$ cat config.mk
export PLATFORM = sky130hd
export DESIGN_NAME = trgseq_top
export DESIGN_NICKNAME = d
export VERILOG_FILES = /design/src/rtl/trgseq_pkg.sv /design/src/rtl/trgseq_src_merge.sv /design/src/rtl/trgseq_level_fsm.sv /design/src/rtl/trgseq_trig_out.sv /design/src/rtl/trgseq_top.sv
export SDC_FILE = /design/constraint.sdc
export NUM_CORES = 1
export LEC_CHECK = 0
export BUFFER_PORTS_ARGS = -buffer_cell sky130_fd_sc_hd__buf_2
export CORE_AREA = 10 10 47 49
export DETAILED_ROUTE_END_ITERATION = 16
export DIE_AREA = 0 0 57 59
export PLACE_DENSITY = 0.8
export SLEW_MARGIN = 15
export SYNTH_ARGS = -nofsm -noshare
export SYNTH_HDL_FRONTEND = slang
export SYNTH_HIERARCHICAL = 1
export SYNTH_SLANG_ARGS = --single-unit
$ cat constraint.sdc
create_clock -name clk_i -period 1.6 [get_ports clk_i]
set_input_delay 0.08 -clock clk_i [delete_from_list [all_inputs] [get_ports clk_i]]
set_output_delay 0.08 -clock clk_i [all_outputs]
set_load 0.02 [all_outputs]
$ cat src/rtl/trgseq_pkg.sv
package trgseq_pkg;

  typedef enum logic {
    SEQ_ARMED = 1'b0,
    SEQ_FIRED = 1'b1
  } seq_state_e;

  // At least one, so that zero-sized build options still give legal vectors.
  function automatic int unsigned at_least_one(int unsigned n);
    return (n == 0) ? 1 : n;
  endfunction

  // Bits needed to count 0 .. n-1, never below one.
  function automatic int unsigned index_bits(int unsigned n);
    return (n <= 1) ? 1 : $clog2(n);
  endfunction

endpackage

$ cat src/rtl/trgseq_src_merge.sv
module trgseq_src_merge #(
  parameter int unsigned NUM_MATCH = 4,
  parameter int unsigned TRIG_IN_W = 8,
  parameter int unsigned TI_W      = 8,
  parameter int unsigned NSRC      = 5
) (
  input  logic [NUM_MATCH-1:0] match_i,
  input  logic [TI_W-1:0]      trig_in_i,
  output logic [NSRC-1:0]      src_o
);

  generate
    if (TRIG_IN_W > 0) begin : g_with_tin
      logic tin_any;
      assign tin_any = |trig_in_i;
      assign src_o   = {tin_any, match_i};
    end else begin : g_no_tin
      logic tin_unused;
      assign tin_unused = ^trig_in_i;
      assign src_o      = match_i;
    end
  endgenerate

endmodule

$ cat src/rtl/trgseq_level_fsm.sv
module trgseq_level_fsm
  import trgseq_pkg::*;
#(
  parameter int unsigned LEVELS = 3,
  parameter int unsigned NSRC   = 5,
  parameter int unsigned SEL_W  = 3,
  parameter int unsigned LV_EFF = 3,
  parameter int unsigned LVL_W  = 2
) (
  input  logic                    clk_i,
  input  logic                    rst_ni,
  input  logic                    arm_i,
  input  logic [NSRC-1:0]         src_i,
  input  logic [LV_EFF*SEL_W-1:0] sel_i,
  output logic [LVL_W-1:0]        lvl_o,
  output logic                    fired_o,
  output logic                    pulse_o,
  output logic                    fire_now_o
);

  localparam logic [LVL_W-1:0] LAST_LVL = LVL_W'(LV_EFF - 1);

  // Returns the strobe named by idx; a code past the last source yields 0.
  function automatic logic pick_src(logic [NSRC-1:0] s, logic [SEL_W-1:0] idx);
    logic r;
    r = 1'b0;
    for (int i = 0; i < NSRC; i++) begin
      if (idx == SEL_W'(i)) r = s[i];
    end
    return r;
  endfunction

  seq_state_e       state_q;
  logic [LVL_W-1:0] lvl_q;
  logic             pulse_q;
  logic             hit;
  logic             at_last;
  logic             armed;
  logic             advance;
  logic             fire_now;

  generate
    if (LEVELS == 0) begin : g_direct
      logic sel_unused;
      assign sel_unused = ^sel_i;
      assign hit        = |src_i;
      assign at_last    = 1'b1;
    end else begin : g_seq
      logic [SEL_W-1:0] cur_sel;
      assign cur_sel = sel_i[lvl_q*SEL_W +: SEL_W];
      assign hit     = pick_src(src_i, cur_sel);
      assign at_last = (lvl_q == LAST_LVL);
    end
  endgenerate

  assign armed    = (state_q == SEQ_ARMED);
  assign advance  = armed && !arm_i && hit && !at_last;
  assign fire_now = armed && !arm_i && hit && at_last;

  always_ff @(posedge clk_i or negedge rst_ni) begin
    if (!rst_ni) begin
      state_q <= SEQ_ARMED;
      lvl_q   <= '0;
      pulse_q <= 1'b0;
    end else begin
      pulse_q <= fire_now;
      if (arm_i) begin
        state_q <= SEQ_ARMED;
        lvl_q   <= '0;
      end else if (fire_now) begin
        state_q <= SEQ_FIRED;
      end else if (advance) begin
        lvl_q <= lvl_q + 1'b1;
      end
    end
  end

  assign lvl_o      = lvl_q;
  assign fired_o    = (state_q == SEQ_FIRED);
  assign pulse_o    = pulse_q;
  assign fire_now_o = fire_now;


  one_step_chk: assert property (@(posedge clk_i) disable iff (!rst_ni)
    !arm_i |=> ((lvl_q == $past(lvl_q)) || (lvl_q == $past(lvl_q) + 1'b1)));


  pulse_single_chk: assert property (@(posedge clk_i) disable iff (!rst_ni)
    pulse_q |=> !pulse_q);


  pulse_from_last_chk: assert property (@(posedge clk_i) disable iff (!rst_ni)
    pulse_q |-> (fired_o && (lvl_q == LAST_LVL)));


  fired_holds_chk: assert property (@(posedge clk_i) disable iff (!rst_ni)
    (fired_o && !arm_i) |=> (fired_o && $stable(lvl_q) && !pulse_q));


  arm_clears_chk: assert property (@(posedge clk_i) disable iff (!rst_ni)
    arm_i |=> (!fired_o && (lvl_q == '0) && !pulse_q));

endmodule

$ cat src/rtl/trgseq_trig_out.sv
module trgseq_trig_out #(
  parameter bit TRIG_OUT_EN = 1'b1
) (
  input  logic clk_i,
  input  logic rst_ni,
  input  logic fire_now_i,
  input  logic pulse_i,
  output logic trig_out_o
);

  generate
    if (TRIG_OUT_EN) begin : g_out
      logic out_q;
      always_ff @(posedge clk_i or negedge rst_ni) begin
        if (!rst_ni) out_q <= 1'b0;
        else         out_q <= fire_now_i;
      end
      assign trig_out_o = out_q;


      out_tracks_pulse_chk: assert property (@(posedge clk_i) disable iff (!rst_ni)
        trig_out_o == pulse_i);
    end else begin : g_none
      logic unused_in;
      assign unused_in  = fire_now_i ^ pulse_i;
      assign trig_out_o = 1'b0;


      out_quiet_chk: assert property (@(posedge clk_i) disable iff (!rst_ni)
        !trig_out_o);
    end
  endgenerate

endmodule

$ cat src/rtl/trgseq_top.sv
module trgseq_top
  import trgseq_pkg::*;
#(
  parameter int unsigned NUM_MATCH   = 4,
  parameter int unsigned TRIG_IN_W   = 8,
  parameter int unsigned LEVELS      = 3,
  parameter bit          TRIG_OUT_EN = 1'b1,
  localparam int unsigned TI_W   = at_least_one(TRIG_IN_W),
  localparam int unsigned NSRC   = NUM_MATCH + ((TRIG_IN_W > 0) ? 1 : 0),
  localparam int unsigned SEL_W  = $clog2(NSRC + 1),
  localparam int unsigned LV_EFF = at_least_one(LEVELS),
  localparam int unsigned LVL_W  = index_bits(LV_EFF)
) (
  input  logic                    clk_i,
  input  logic                    rst_ni,
  input  logic                    arm_i,
  input  logic [NUM_MATCH-1:0]    match_i,
  input  logic [TI_W-1:0]         trig_in_i,
  input  logic [LV_EFF*SEL_W-1:0] lvl_sel_i,
  output logic [LVL_W-1:0]        level_o,
  output logic                    trig_o,
  output logic                    trig_pulse_o,
  output logic                    trig_out_o
);

  logic [NSRC-1:0] src;
  logic            fire_now;
  logic            pulse;

  trgseq_src_merge #(
    .NUM_MATCH (NUM_MATCH),
    .TRIG_IN_W (TRIG_IN_W),
    .TI_W      (TI_W),
    .NSRC      (NSRC)
  ) u_merge (
    .match_i   (match_i),
    .trig_in_i (trig_in_i),
    .src_o     (src)
  );

  trgseq_level_fsm #(
    .LEVELS (LEVELS),
    .NSRC   (NSRC),
    .SEL_W  (SEL_W),
    .LV_EFF (LV_EFF),
    .LVL_W  (LVL_W)
  ) u_fsm (
    .clk_i      (clk_i),
    .rst_ni     (rst_ni),
    .arm_i      (arm_i),
    .src_i      (src),
    .sel_i      (lvl_sel_i),
    .lvl_o      (level_o),
    .fired_o    (trig_o),
    .pulse_o    (pulse),
    .fire_now_o (fire_now)
  );

  trgseq_trig_out #(
    .TRIG_OUT_EN (TRIG_OUT_EN)
  ) u_tout (
    .clk_i      (clk_i),
    .rst_ni     (rst_ni),
    .fire_now_i (fire_now),
    .pulse_i    (pulse),
    .trig_out_o (trig_out_o)
  );

  assign trig_pulse_o = pulse;


  direct_level_zero_chk: assert property (@(posedge clk_i) disable iff (!rst_ni)
    (LEVELS == 0) |-> (level_o == '0));

endmodule

# Word level (Yosys, flattened, before mapping)
# Cells that the tools add are included.
dict set report op_classes {
  n_addsub 1
  multipliers 1
  n_eq_ne 6
  shifts 1
  n_mux 10
  bitwise 1
  reduce_logical 11
}
# operator count
set op_table {}
lappend op_table {{$shiftx A9 B5 Y3} 1}
lappend op_table {{$reduce_or A8 Y1} 1}
lappend op_table {{$mux W1} 7}
lappend op_table {{$eq A3 B2 Y1 const B} 2}
lappend op_table {{$mux W2} 3}
lappend op_table {{$logic_and A1 B1 Y1} 4}
lappend op_table {{$mul A2 B2 Y4 const B} 1}
lappend op_table {{$reduce_bool A2 Y1} 2}
lappend op_table {{$eq A3 B1 Y1 const B} 1}
lappend op_table {{$eq A3 B3 Y1 const B} 1}
lappend op_table {{$logic_not A3 Y1} 1}
lappend op_table {{$add A2 B1 Y2 const B} 1}
lappend op_table {{$eq A2 B2 Y1 const B} 1}
lappend op_table {{$logic_not A1 Y1} 2}
lappend op_table {{$ne A2 B2 Y1 const B} 1}
lappend op_table {{$reduce_and A2 Y1} 1}
lappend op_table {{$not A1 Y1} 1}
dict set report word_totals {
  ff_bits 4
  input_bits 24
  out_inout_bits 5
  wordCells 34
}

# Logic depth before layout (Yosys ltp)
# Gate-level depths: netlist of run 1.
dict set report depth {
  ltp_word 13
  ltp_mapped 7
  mapped_depth_nobuf 6
}

# Hierarchy
# The synthesis of run 1 kept the hierarchy.
# module instances cells_each area_each_um2 seq_area_each_um2
set by_module_without_submodules {}
lappend by_module_without_submodules {trgseq_level_fsm 1 38 370.4 100.1}
lappend by_module_without_submodules {trgseq_src_merge 1 8 53.8 0.0}
lappend by_module_without_submodules {trgseq_trig_out 1 1 25.0 25.0}

# Least setup slack after synthesis of run 1
# Ideal clock, no wire load.
dict set report synth_path {
  path_kind {reg-to-reg}
  startpoint {register u_fsm.lvl_q[1], in the netlist u_fsm/lvl_o[1]}
  endpoint {register u_fsm.lvl_q[0], in the netlist u_fsm/lvl_o[0]}
  setup_time_ps 90
  t_arrival_ps 1669
  required_ps 1510
  setup_slack_ps -158
  stages_incl_launch_ff 8
  path_buffers 1
  synth_period_minus_slack_ps 1758
  path_cell_list {dfrtp_1 buf_6 mux2i_1 o21ai_2 mux2i_1 o21ai_2 or3_1 o2111ai_1}
}
dict set report synth_between {
  elab_chain_len 12
  word_cells_on_any_way 20
  cone_classes {mul (1); eq/ne (6); shift (1); mux (5); reduce/logical (7)}
}
# item line
set synth_lines {}
lappend synth_lines {{start: declaration} trgseq_level_fsm.sv:34} ;# logic [LVL_W-1:0] lvl_q;
lappend synth_lines {{start signal: assignment} trgseq_level_fsm.sv:73} ;# lvl_q <= lvl_q + 1'b1;
lappend synth_lines {{$mul A2 B2 Y4} trgseq_level_fsm.sv:50} ;# assign cur_sel = sel_i[lvl_q*SEL_W +: SEL_W];
lappend synth_lines {{$shiftx A9 B5 Y3} trgseq_level_fsm.sv:50}
lappend synth_lines {{$logic_not A3 Y1} trgseq_level_fsm.sv:28} ;# if (idx == SEL_W'(i)) r = s[i];
lappend synth_lines {{$mux W1 (5 in a row)} trgseq_level_fsm.sv:28}
lappend synth_lines {{$logic_and A1 B1 Y1} {trgseq_level_fsm.sv:57, trgseq_level_fsm.sv:58}}
lappend synth_lines {{$logic_and A1 B1 Y1, on equally long branches} {trgseq_level_fsm.sv:58, trgseq_level_fsm.sv:57}}
lappend synth_lines {{$ne A2 B2 Y1 (no source line) / $reduce_bool A2 Y1 (equally long branches)} n/a}
lappend synth_lines {{$reduce_and A2 Y1 (no source line) *} n/a}
# Every way passes the cells marked *; elsewhere a longest branch is shown, timed or not.
# A chain may end at the register's enable or synchronous reset.

# Final worst setup path of run 1
# Same ends and word-level chain as after synthesis.

==> impl_metrics.csv, run 1 <==
group,metric,value,unit
power,power.sequential.fraction,22.6,%
setup_path,critical_path.cell_chain,"mux2i_1 > o22ai_2 > mux2i_2 > nor3_4 > or3_4 > o2111ai_2",
routing,drt_iter0_markers,4,
logic_synthesis,synth_compound_area_share,19.8,%
sta,timing.final.crit_share,108,%
logic_synthesis,yosysSeqAreaShare,27.9,%
global_route,overflow,0,
setup_path,critPathBufInv,0,
cells_and_area,fillers,132,
global_route,grt_pass1_wl,2.13,mm
sta,fin_ws,-0.126,ns
routing,drtPass1Iterations,4,
clock_network,clkLatencyLatePin,0.24,ns
logic_synthesis,netlist-cell-type-count,25,
setup_path,slowest_delay,0.45,ns
cells_and_area,final-seq-area,126,um2
routing,wl_met3,89,um
sta,report.final.hold_viol_count,0,
routing,met2_length,697,um
die,row_count,14,
place,place_congestion,0.684,
power,sw_frac_of_total,42.0,%
global_route,number_of_antenna_violations_at_the_first_check_in_global_routing,0,
power,power.density_cell_area,1300,nW/um2
die,die_footprint,3360,um2
power,net-switching-power,368,uW
die,boundaryPins,29,
cells_and_area,antenna-diode-count,0,
routing,drt.antenna.violating_nets,0,
sta,period_minus_slack,1.73,ns
power,vdd_ir_drop_max,0.406,mV
routing,route.final.wire_length,1.35,mm
clock_network,cts_root_buf,"sky130_fd_sc_hd__clkbuf_4",
sta,setup-tns-final,-0.238,ns
logic_synthesis,synth_xor_xnor_area_share,0,%
power,clock_power_share,16.7,%
setup_path,critical-path-top-delay-family,"flip-flops",
global_route,first_global_vias,500,
die,placeableCoreArea,1400,um2
clock_network,path_clk_slew,0.04,ns
clock_network,cts_tree,"built",
logic_synthesis,combinational_family_with_the_most_area_after_synthesis,"simple AND/OR/NAND/NOR gates",
logic_synthesis,syn_area_per_cell,9.56,um2
sta,finalSetupViolCount,3,
routing,met1_length,565,um
hold_path,holdCritPathClass,"in -> reg",
logic_synthesis,synth_adder_area_share,2.79,%
cells_and_area,area.growth.synth_to_final,49.9,%
global_route,grt_max_degree,8,
logic_synthesis,synth_simple_gate_area_share,24.0,%
power,cellInternalPower,509,uW
sta,highest_clock_frequency_the_design_can_meet,579,MHz
outcome,violated_checks,"negative setup slack",
power,share_comb_of_total_power,60.7,%
global_route,total_grt_usage,7.58,%
setup_path,worstSetupStartpointType,"register",
setup_path,worst-endpoint-arrival,1.88,ns
routing,detail_route.vias_per_cell,4.78,
routing,remaining_drc_errors,0,
logic_synthesis,yosys_register_bits,5,
place,dpl.hpwl,1.04,mm
cells_and_area,design.final.nets,105,
setup_path,worst_setup_path_end_kind,"register",
sta,report.final.slew_viol_count,0,
cells_and_area,finalCoreUtilization,48.0,%
place,numPortBuffers,28,
clock_network,cts.path.max_buffers,2,
sta,slew-limit-headroom,76.2,%
routing,maxUsedRoutingLayer,"met3",
routing,routed-via-count,454,
routing,route.detailed.wl_per_inst,14.2,um
setup_path,worst_path_max_delay_cell,"sky130_fd_sc_hd__dfrtp_2",
setup_path,worstSetupPathType,"reg -> reg",
logic_synthesis,yosys_warnings,6,
logic_synthesis,netlist_area,449,um2
cells_and_area,drive_gt1_share,63.3,%
power,power_leakage,0.327,nW
setup_path,crit_fanout,6,
die,floorplan.initialDensity,32.1,%
logic_synthesis,synth_cells,47,
job,cap_viol_max_count,0,
sta,skew,0.00395,ns
logic_synthesis,mappedNetlistNets,72,
sta,worstMarginPinSlew,0.353,ns
cells_and_area,multiInputGateArea,302,um2
setup_path,cp.required,1.76,ns
outcome,status,"complete, but fails checks",
sta,rsz0062_at_grt,"yes",
die,die_width,57,um
clock_network,cts_sinks,5,
logic_synthesis,synth.mux.area_fraction,12.3,%
die,die-height,59,um
clock_network,cts_inserted_buffers,3,
clock_network,clock_tree.htree_level_count,1,
==> kinds of logic (layout without fill, tap and decap cells) <==
family / Yosys count / in the layout
AO/OA/AOI/OAI: 9 / 9
adder cells (fa/ha/maj): 1 / 1
buffers and inverters: 9 / 41
flip-flops: 5 / 5
multiplexers: 5 / 5
AND/OR/NAND/NOR: 18 / 18
==> synthesized netlist by cell type <==
cell | count | share of area (%)
sky130_fd_sc_hd__or3_1 | 1 | 1.4
sky130_fd_sc_hd__nor4_1 | 3 | 4.2
sky130_fd_sc_hd__o22ai_1 | 1 | 1.4
sky130_fd_sc_hd__buf_4 | 5 | 8.4
sky130_fd_sc_hd__o211a_1 | 1 | 2.2
sky130_fd_sc_hd__mux2_4 | 1 | 3.3
sky130_fd_sc_hd__nand2_1 | 4 | 3.3
sky130_fd_sc_hd__dfrtp_1 | 5 | 28
sky130_fd_sc_hd__o2111ai_1 | 1 | 2.0
sky130_fd_sc_hd__mux2i_1 | 4 | 8.9
sky130_fd_sc_hd__a21oi_4 | 1 | 3.6
sky130_fd_sc_hd__inv_1 | 3 | 2.5
sky130_fd_sc_hd__o21ai_1 | 1 | 1.1
sky130_fd_sc_hd__buf_6 | 1 | 2.5
sky130_fd_sc_hd__nor3_2 | 1 | 2.2
sky130_fd_sc_hd__o22ai_2 | 1 | 2.8
sky130_fd_sc_hd__nand4b_1 | 1 | 2.0
sky130_fd_sc_hd__ha_1 | 1 | 2.8
sky130_fd_sc_hd__nor2_1 | 2 | 1.7
sky130_fd_sc_hd__nand3b_1 | 1 | 1.7
sky130_fd_sc_hd__nor3_1 | 1 | 1.1
sky130_fd_sc_hd__nand2b_1 | 3 | 4.2
sky130_fd_sc_hd__a211oi_2 | 1 | 2.8
sky130_fd_sc_hd__o21ai_2 | 2 | 3.9
sky130_fd_sc_hd__and3b_2 | 1 | 2.2
==> worst reg2reg max path: stages, from the launching register on <==
cell and delay (ns):
sky130_fd_sc_hd__dfrtp_2 0.45, sky130_fd_sc_hd__mux2i_1 0.15, sky130_fd_sc_hd__o22ai_2 0.23, sky130_fd_sc_hd__mux2i_2 0.30, sky130_fd_sc_hd__nor3_4 0.07, sky130_fd_sc_hd__or3_4 0.38
sky130_fd_sc_hd__o2111ai_2 0.07
==> cells in the final DEF (no fill, tap or decap), drive strengths merged, types with 2 or more instances in the layout <==
| cell | Yosys | routed |
|---|---|---|
| nor4 | 3 | 3 |
| nor2 | 2 | 2 |
| nand2b | 3 | 3 |
| o21ai | 3 | 3 |
| inv | 3 | 3 |
| nand2 | 4 | 4 |
| nor3 | 2 | 2 |
| o22ai | 2 | 2 |
| dfrtp | 5 | 5 |
| buf | 6 | 33 |
| mux2i | 4 | 4 |
| clkbuf | 0 | 4 |
==> cell type report <==
| cell class | count | area share (%) |
|---|---|---|
| Multi-Input combinational cell | 33 | 44.8 |
| Timing Repair Buffer | 34 | 27.9 |
| Clock buffer | 4 | 3.90 |
| Tap cell | 16 | 2.97 |
| Inverter | 3 | 1.67 |
| Sequential cell | 5 | 18.8 |
==> registers in the layout, indices dropped and copies added (netlist names) <==
signal and count:
u_fsm/fired_o 1, u_fsm/lvl_o 2, u_tout/trig_out_o 1, u_fsm/pulse_o 1
==> routing by layer <==
| layer | global-route usage (%) | up-vias |
|---|---|---|
| met3 | 3.00 | 0 |
| met4 | 4.03 | 0 |
| li1 | - | 233 |
| met2 | 13.2 | 15 |
| met1 | 7.64 | 206 |
| met5 | 0 | - |
==> worst paths after layout <==
kind                       slack, ns           start                 to  cells after the start
max in group asynchronous       1.29          rst_ni     u_fsm/lvl_o[1]                      2
setup / recovery               -0.13  u_fsm/lvl_o[1]     u_fsm/lvl_o[0]                      6
hold reg to reg                 0.55   u_fsm/fired_o  u_tout/trig_out_o                      1
min in group asynchronous       0.18          rst_ni      u_fsm/fired_o                      2
hold / removal                  0.06           arm_i     u_fsm/lvl_o[1]                      2
setup reg to reg               -0.13  u_fsm/lvl_o[1]     u_fsm/lvl_o[0]                      6
==> power by group through the flow <==
stage / Combinational, mW / Sequential [mW] / Clock (mW)
global route: 0.576 / 0.203 / 0.159
global placement: 0.441 / 0.196 / 0
finish: 0.532 / 0.198 / 0.147
floorplan: 0.299 / 0.223 / 0
CTS: 0.470 / 0.197 / 0.151
detailed placement: 0.452 / 0.199 / 0
==> timing repair <==
action,4_1_cts,5_1_grt
hold endpoints to repair,5,0
endpoints found under the setup margin,4,5
pin swaps,3,6
hold buffers,1,0
setup buffers,1,0
resized for setup,1,6
==> stage by stage <==
step	total power, mW	worst slack (ns)	cell area (um2)	hold WS (ns)	instances
floorplan	0.523	-0.101	450	-0.216	47
global placement	0.637	-0.0435	592	-0.103	89
detailed placement	0.651	-0.0807	592	-0.107	89
CTS	0.818	-0.0988	641	0.0508	95
global route	0.938	-0.205	673	0.0618	95
finish	0.877	-0.126	673	0.0609	95
Power figures use the tool's default switching activity.
==> run 2: changes to the inputs <==
--- a/config.mk
+++ b/config.mk
@@ -9,7 +9,8 @@
 export CORE_AREA = 10 10 47 49
 export DETAILED_ROUTE_END_ITERATION = 16
 export DIE_AREA = 0 0 57 59
-export PLACE_DENSITY = 0.8
+export GPL_TIMING_DRIVEN = 0
+export PLACE_DENSITY = 0.77
 export SLEW_MARGIN = 15
 export SYNTH_ARGS = -nofsm -noshare
 export SYNTH_HDL_FRONTEND = slang
==> constraint.sdc (replaced) <==
create_clock -name clk_i -period 1.67 [get_ports clk_i]
set_input_delay 0.0835 -clock clk_i [delete_from_list [all_inputs] [get_ports clk_i]]
set_output_delay 0.0835 -clock clk_i [all_outputs]
set_load 0.02 [all_outputs]
==> run 2 against run 1 <==
Net effect: the flow still finishes with violations (negative setup slack); sequential power is essentially flat; clock power shrank 8%; via count increased by 1.3%; die area is the same; hold slack better by 0.0010 ns; critical path type unchanged; largest cell class unchanged.
==> impl_metrics.csv, run 2 (synthesis gave the netlist of run 1 again) <==
group,metric,value,unit
outcome,status,"complete, but fails checks",
outcome,violated_checks,"negative setup slack",
routing,route.final.wire_length,1.19,mm
sta,report.final.hold_viol_count,0,
power,power.density_cell_area,1170,nW/um2
sta,fin_ws,-0.0232,ns
die,row_count,14,
hold_path,holdCritPathClass,"in -> reg",
global_route,grt_pass1_wl,2.05,mm
power,cellInternalPower,449,uW
setup_path,most_numerous_cell_on_the_critical_path,"sky130_fd_sc_hd__mux2i_1",
routing,drt_iter0_markers,3,
routing,routed-via-count,460,
clock_network,clock_tree.htree_level_count,1,
place,placement.setup.worst_slack,-0.0976,ns
cells_and_area,finalCoreUtilization,46.3,%
place,dp_cells,87,
setup_path,worstSetupStartpointType,"register",
clock_network,path_clk_slew,0.04,ns
die,placeableCoreArea,1400,um2
setup_path,slowest_delay,0.46,ns
place,place_congestion,0.698,
sta,timing.final.crit_share,101,%
cells_and_area,post_route_insts_no_fill,94,
routing,remaining_drc_errors,0,
setup_path,critical_path.cell_chain,"mux2i_1 > o22ai_2 > mux2i_1 > nor3_2 > or3_1 > o2111ai_2",
power,power_leakage,0.325,nW
place,numPortBuffers,24,
setup_path,worst_setup_path_end_kind,"register",
clock_network,cts.path.max_buffers,2,
routing,route.detailed.wl_per_inst,12.7,um
clock_network,cts_sinks,5,
clock_network,clkLatencyLatePin,0.24,ns
cells_and_area,largest_register_ff_count,2,
setup_path,cp.required,1.82,ns
setup_path,worstSetupPathType,"reg -> reg",
sta,finalSetupViolCount,1,
power,sw_frac_of_total,40.9,%
sta,period_minus_slack,1.69,ns
clock_network,cts_inserted_buffers,3,
sta,worstMarginPinSlew,0.325,ns
sta,slew-limit-headroom,78.1,%
clock_network,cts_root_buf,"sky130_fd_sc_hd__clkbuf_4",
global_route,grt_max_degree,10,
die,die-height,59,um
setup_path,worst_path_max_delay_cell,"sky130_fd_sc_hd__dfrtp_2",
cells_and_area,fillers,144,
global_route,number_of_antenna_violations_at_the_first_check_in_global_routing,0,
setup_path,worst-endpoint-arrival,1.85,ns
die,die_width,57,um
power,share_comb_of_total_power,56.3,%
cells_and_area,area.growth.synth_to_final,44.6,%
setup_path,critPathBufInv,0,
cells_and_area,layout_commonest_cell,"sky130_fd_sc_hd__buf_2",
sta,report.final.slew_viol_count,0,
cells_and_area,drive_gt1_share,59.0,%
cells_and_area,layout_common_cells,"24 x sky130_fd_sc_hd__buf_2, 8 x sky130_fd_sc_hd__buf_4, 4 x sky130_fd_sc_hd__mux2i_1, 4 x sky130_fd_sc_hd__nand2_1, 4 x sky130_fd_sc_hd__dfrtp_1",
cells_and_area,antenna-diode-count,0,
die,die_footprint,3360,um2
job,cap_viol_max_count,0,
power,clock_power_share,17.8,%
power,net-switching-power,310,uW
global_route,total_grt_usage,7.34,%
power,power.sequential.fraction,25.9,%
global_route,overflow,0,
setup_path,crit_fanout,8,
routing,drtPass1Iterations,2,
sta,skew,0.00575,ns
global_route,first_global_vias,510,
sta,highest_clock_frequency_the_design_can_meet,591,MHz
setup_path,critical-path-top-delay-family,"flip-flops",
die,floorplan.initialDensity,32.1,%
routing,drt.antenna.violating_nets,0,
routing,detail_route.vias_per_cell,4.89,
clock_network,cts_tree,"built",
power,vdd_ir_drop_max,0.448,mV
cells_and_area,design.final.nets,104,
power,fin_total_pwr,759,uW
die,boundaryPins,29,
sta,rsz0062_at_grt,"yes",
-- run 2: worst reg2reg max path, cell delays in order, from the launching register on --
cell and delay [ns]:
sky130_fd_sc_hd__dfrtp_2 0.46, sky130_fd_sc_hd__mux2i_1 0.15, sky130_fd_sc_hd__o22ai_2 0.21, sky130_fd_sc_hd__mux2i_1 0.26, sky130_fd_sc_hd__nor3_2 0.09, sky130_fd_sc_hd__or3_1 0.36, sky130_fd_sc_hd__o2111ai_2 0.07
-- run 2: layout make-up --
type / instances / area [um2] / share of cell area [%]
clock buffers: 4 / 26.3 / 4.05
multi-input cells: 33 / 275 / 42.4
inverters: 3 / 11.3 / 1.73
well taps: 16 / 20.0 / 3.08
plain buffers: 5 / 37.5 / 5.78
repair buffers: 28 / 153 / 23.5
flip-flops and latches: 5 / 126 / 19.5
-- run 2: worst paths after layout --
path / startpoint / to / slack (ns) / cells after the start
worst max-delay path: u_fsm/lvl_o[1] / u_fsm/lvl_o[0] / -0.02 / 6
worst min-delay path: arm_i / u_fsm/lvl_o[1] / 0.06 / 2
worst max register to register: u_fsm/lvl_o[1] / u_fsm/lvl_o[0] / -0.02 / 6
worst min register to register: u_fsm/fired_o / u_tout/trig_out_o / 0.53 / 1
max in group asynchronous: rst_ni / u_fsm/lvl_o[1] / 1.34 / 2
min in group asynchronous: rst_ni / u_fsm/lvl_o[0] / 0.19 / 2
-- run 2: power by group through the flow --
stage                     logic, mW  registers [mW]  clock network [mW]
after global routing          0.467           0.203               0.146
after floorplan               0.286           0.214                   0
after CTS                     0.410           0.197               0.140
after global placement        0.400           0.185                   0
after detailed placement      0.412           0.186                   0
final                         0.427           0.197               0.135
-- run 2: stage by stage --
stage / TNS, ns / hold slack (ns) / area (um2)
floorplan: -0.0396 / -0.212 / 450
CTS: -0.114 / 0.0564 / 634
global placement: -0.176 / -0.104 / 591
global route: -0.349 / 0.0724 / 649
finish: -0.0232 / 0.0620 / 649
detailed placement: -0.328 / -0.0988 / 591
-- run 2: repair_timing --
action	4_1_cts	5_1_grt
gates resized for setup	2	0
setup buffers	1	2
endpoints found under the setup margin	4	5
gates cloned	0	0
pin swaps	5	2
hold buffers	1	0
endpoints found under the hold margin	5	0
-- run 2: metal layers --
metal / global-route usage (%) / vias to the layer above / wire length [um]
li1: - / 229 / -
met1: 6.61 / 215 / 433
met2: 12.7 / 16 / 643
met3: 3.65 / 0 / 115
met4: 5.03 / 0 / 0
met5: 0 / - / 0
==> run 3: changes to the inputs <==
--- a/config.mk
+++ b/config.mk
@@ -10,9 +10,8 @@
 export DETAILED_ROUTE_END_ITERATION = 16
 export DIE_AREA = 0 0 57 59
 export GPL_TIMING_DRIVEN = 0
-export PLACE_DENSITY = 0.77
+export PLACE_DENSITY = 0.75
 export SLEW_MARGIN = 15
 export SYNTH_ARGS = -nofsm -noshare
 export SYNTH_HDL_FRONTEND = slang
-export SYNTH_HIERARCHICAL = 1
 export SYNTH_SLANG_ARGS = --single-unit
==> run 3 against run 2 <==
Net effect: flip-flop and latch count is 1 lower; global-route usage is 0.11 points lower; highest routed layer is now met4; largest power group unchanged; the flow still finishes with violations (negative setup slack); synthesized area is 7.5% lower; critical path depth stayed put; via count is 5.2% higher; clock-buffer cell count stayed put; worst setup slack worse by 0.28 ns; largest cell class unchanged; combinational power is 52% higher.
==> impl_metrics.csv, run 3 <==
group,metric,value,unit
global_route,first_global_vias,503,
clock_network,clkLatencyLatePin,0.24,ns
setup_path,worst_path_max_delay_cell,"sky130_fd_sc_hd__dfrtp_2",
setup_path,r2r_slack,-0.31,ns
clock_network,cts_inserted_buffers,3,
logic_synthesis,synth_common_cells,"5 x sky130_fd_sc_hd__mux2i_1, 5 x sky130_fd_sc_hd__nor2_1, 4 x sky130_fd_sc_hd__a211oi_1, 4 x sky130_fd_sc_hd__dfrtp_1",
global_route,total_grt_usage,7.22,%
die,die_footprint,3360,um2
setup_path,critical_path.cell_chain,"buf_6 > mux2i_4 > mux2i_1 > o31ai_1 > o311a_1 > mux2_4",
place,placement.setup.worst_slack,-0.258,ns
setup_path,reg2reg_to,"u_fsm.lvl_o[1]",
die,die-height,59,um
sta,worstMarginPinSlew,0.405,ns
logic_synthesis,synth_cells,44,
die,boundaryPins,29,
hold_path,holdCritPathClass,"in -> reg",
sta,skew,0.000327,ns
cells_and_area,drive_gt1_share,58.8,%
logic_synthesis,ys_top_cells_by_area,"sky130_fd_sc_hd__dfrtp_1 24%, sky130_fd_sc_hd__mux2i_1 12%, sky130_fd_sc_hd__a211oi_1 7.2%",
outcome,status,"complete, but fails checks",
routing,route.final.wire_length,1.33,mm
logic_synthesis,netlist-cell-type-count,23,
setup_path,source_of_the_critical_timing_path,"u_fsm.lvl_o[1]",
clock_network,cts_tree,"built",
sta,whs,0.115,ns
power,power.density_cell_area,1430,nW/um2
setup_path,slowest_delay,0.37,ns
place,numPortBuffers,28,
die,die_width,57,um
sta,report.final.slew_viol_count,0,
cells_and_area,design.final.nets,106,
outcome,violated_checks,"negative setup slack",
logic_synthesis,asyncSetResetFlopFracSynth,100,%
logic_synthesis,synth_xor_xnor_area_share,0,%
cells_and_area,fillers,150,
logic_synthesis,yosys_warnings,0,
logic_synthesis,synth_simple_gate_area_share,21.4,%
logic_synthesis,yosys_register_bits,4,
global_route,overflow,0,
sta,finalSetupViolCount,4,
clock_network,cts.path.max_buffers,2,
routing,drtPass1Iterations,4,
setup_path,cp.required,1.79,ns
cells_and_area,finalCoreUtilization,46.9,%
logic_synthesis,mappedNetlistNets,69,
die,row_count,14,
place,dpl.hpwl,1.06,mm
logic_synthesis,synth_largest_type_area_fraction,24.1,%
logic_synthesis,combinational_family_with_the_most_area_after_synthesis,"multiplexers",
sta,highest_clock_frequency_the_design_can_meet,506,MHz
logic_synthesis,netlist_area,415,um2
global_route,number_of_antenna_violations_at_the_first_check_in_global_routing,0,
cells_and_area,final-seq-area,101,um2
logic_synthesis,synth_compound_area_share,19.9,%
setup_path,crit-reg2reg-launch,"u_fsm.lvl_o[1]",
power,vdd_ir_drop_max,0.644,mV
setup_path,ff2ff_path_depth,6,
place,place_congestion,0.658,
setup_path,worstSetupPathType,"reg -> reg",
clock_network,path_clk_slew,0.04,ns
setup_path,worst_setup_path_end_kind,"register",
clock_network,clock_tree.htree_level_count,1,
cells_and_area,layout_commonest_cell,"sky130_fd_sc_hd__buf_2",
routing,routed-via-count,484,
logic_synthesis,yosys_most_used_dff,"sky130_fd_sc_hd__dfrtp_1",
job,cap_viol_max_count,0,
sta,timing.final.crit_share,118,%
clock_network,cts_root_buf,"sky130_fd_sc_hd__clkbuf_4",
cells_and_area,area.growth.synth_to_final,58.1,%
sta,fin_ws,-0.307,ns
cells_and_area,antenna-diode-count,0,
global_route,grt_max_degree,9,
logic_synthesis,synth_adder_area_share,3.01,%
setup_path,worstSetupStartpointType,"register",
setup_path,crit_fanout,7,
setup_path,critical_path.endpoint,"u_fsm.lvl_o[1]",
routing,drt.antenna.violating_nets,0,
sta,slew-limit-headroom,72.7,%
sta,period_minus_slack,1.98,ns
sta,rsz0062_at_grt,"yes",
power,fin_total_pwr,936,uW
setup_path,worst-endpoint-arrival,2.10,ns
logic_synthesis,syn_area_per_cell,9.44,um2
logic_synthesis,synth_edf_count,0,
cells_and_area,largest_register_ff_count,2,
sta,report.final.hold_viol_count,0,
cells_and_area,multiInputGateArea,300,um2
routing,drt_iter0_markers,4,
cells_and_area,layout_common_cells,"28 x sky130_fd_sc_hd__buf_2, 5 x sky130_fd_sc_hd__buf_4, 5 x sky130_fd_sc_hd__nor2_1",
global_route,grt_pass1_wl,1.98,mm
routing,route.detailed.wl_per_inst,13.9,um
routing,detail_route.vias_per_cell,5.04,
logic_synthesis,synth.mux.area_fraction,22.9,%
die,floorplan.initialDensity,29.6,%
die,placeableCoreArea,1400,um2
power,power_leakage,0.329,nW
routing,remaining_drc_errors,0,
logic_synthesis,synth.largest_area_cell,"sky130_fd_sc_hd__dfrtp_1",
clock_network,cts_sinks,4,
logic_synthesis,yosysSeqAreaShare,24.1,%
-- run 3: final cells by class --
| class | count | share of cell area (%) |
|---|---|---|
| Buffer | 3 | 4.00 |
| Tap cell | 16 | 3.05 |
| Sequential cell | 4 | 15.4 |
| Clock buffer | 4 | 4.00 |
| Inverter | 2 | 1.52 |
| Timing Repair Buffer | 32 | 26.3 |
| Multi-Input combinational cell | 35 | 45.7 |
-- run 3: critical path, delay by kind of cell, from the launching register on --
kind,cells,cell delay (ns)
buffers and inverters,1,0.14
DFF,1,0.37
AOI/OAI and AO/OA,2,0.65
muxes,3,0.70
-- run 3: how the worst min path moves through the flow --
stage	start	endpoint	slack [ns]	cells past startpoint
6_report	arm_i	u_fsm.fired_o	0.11	2
3_3_place_gp	rst_ni	u_fsm.lvl_o[0]	-0.11	1
4_1_cts	arm_i	u_fsm.fired_o	0.1	2
5_1_grt	arm_i	u_fsm.fired_o	0.11	2
3_5_place_dp	rst_ni	u_fsm.lvl_o[0]	-0.11	1
2_1_floorplan	rst_ni	u_fsm.fired_o	-0.21	0
-- run 3: logic make-up after synthesis --
| logic type | after synthesis |
|---|---|
| adder cells (fa/ha/maj) | 1 |
| flip-flops | 4 |
| AND/OR/NAND/NOR | 15 |
| buffers and inverters | 5 |
| AO/OA/AOI/OAI | 11 |
| multiplexers | 8 |
-- run 3: per-layer routing --
layer	global-route usage, %	part of all wire [%]	vias to the layer above
met5	0	0	-
met4	4.03	0.68	0
met3	3.65	9.5	2
met2	12.6	51	24
met1	6.77	39	219
li1	-	-	239
-- run 3: where the power goes --
group	switching [mW]	total (mW)	internal [mW]	leakage (nW)
clock	0.0487	0.139	0.0903	0.0150
combinational	0.313	0.650	0.337	0.261
sequential	0.0204	0.148	0.127	0.0528
-- run 3: what timing repair did --
action                                  CTS  global route
buffers inserted                          1             2
pin swaps                                 3             3
hold buffers                              1             0
endpoints found under the setup margin    4             4
gates resized for setup                   0             5
hold endpoints to repair                  4             0
-- run 3: through the flow --
| stage | area (um2) | setup TNS, ns | std cells |
|---|---|---|---|
| 2_1_floorplan | 417 | -0.442 | 44 |
| 3_3_place_gp | 577 | -0.487 | 88 |
| 3_5_place_dp | 577 | -0.563 | 88 |
| 4_1_cts | 621 | -0.484 | 94 |
| 5_1_grt | 657 | -1.14 | 96 |
| 6_report | 657 | -0.874 | 96 |
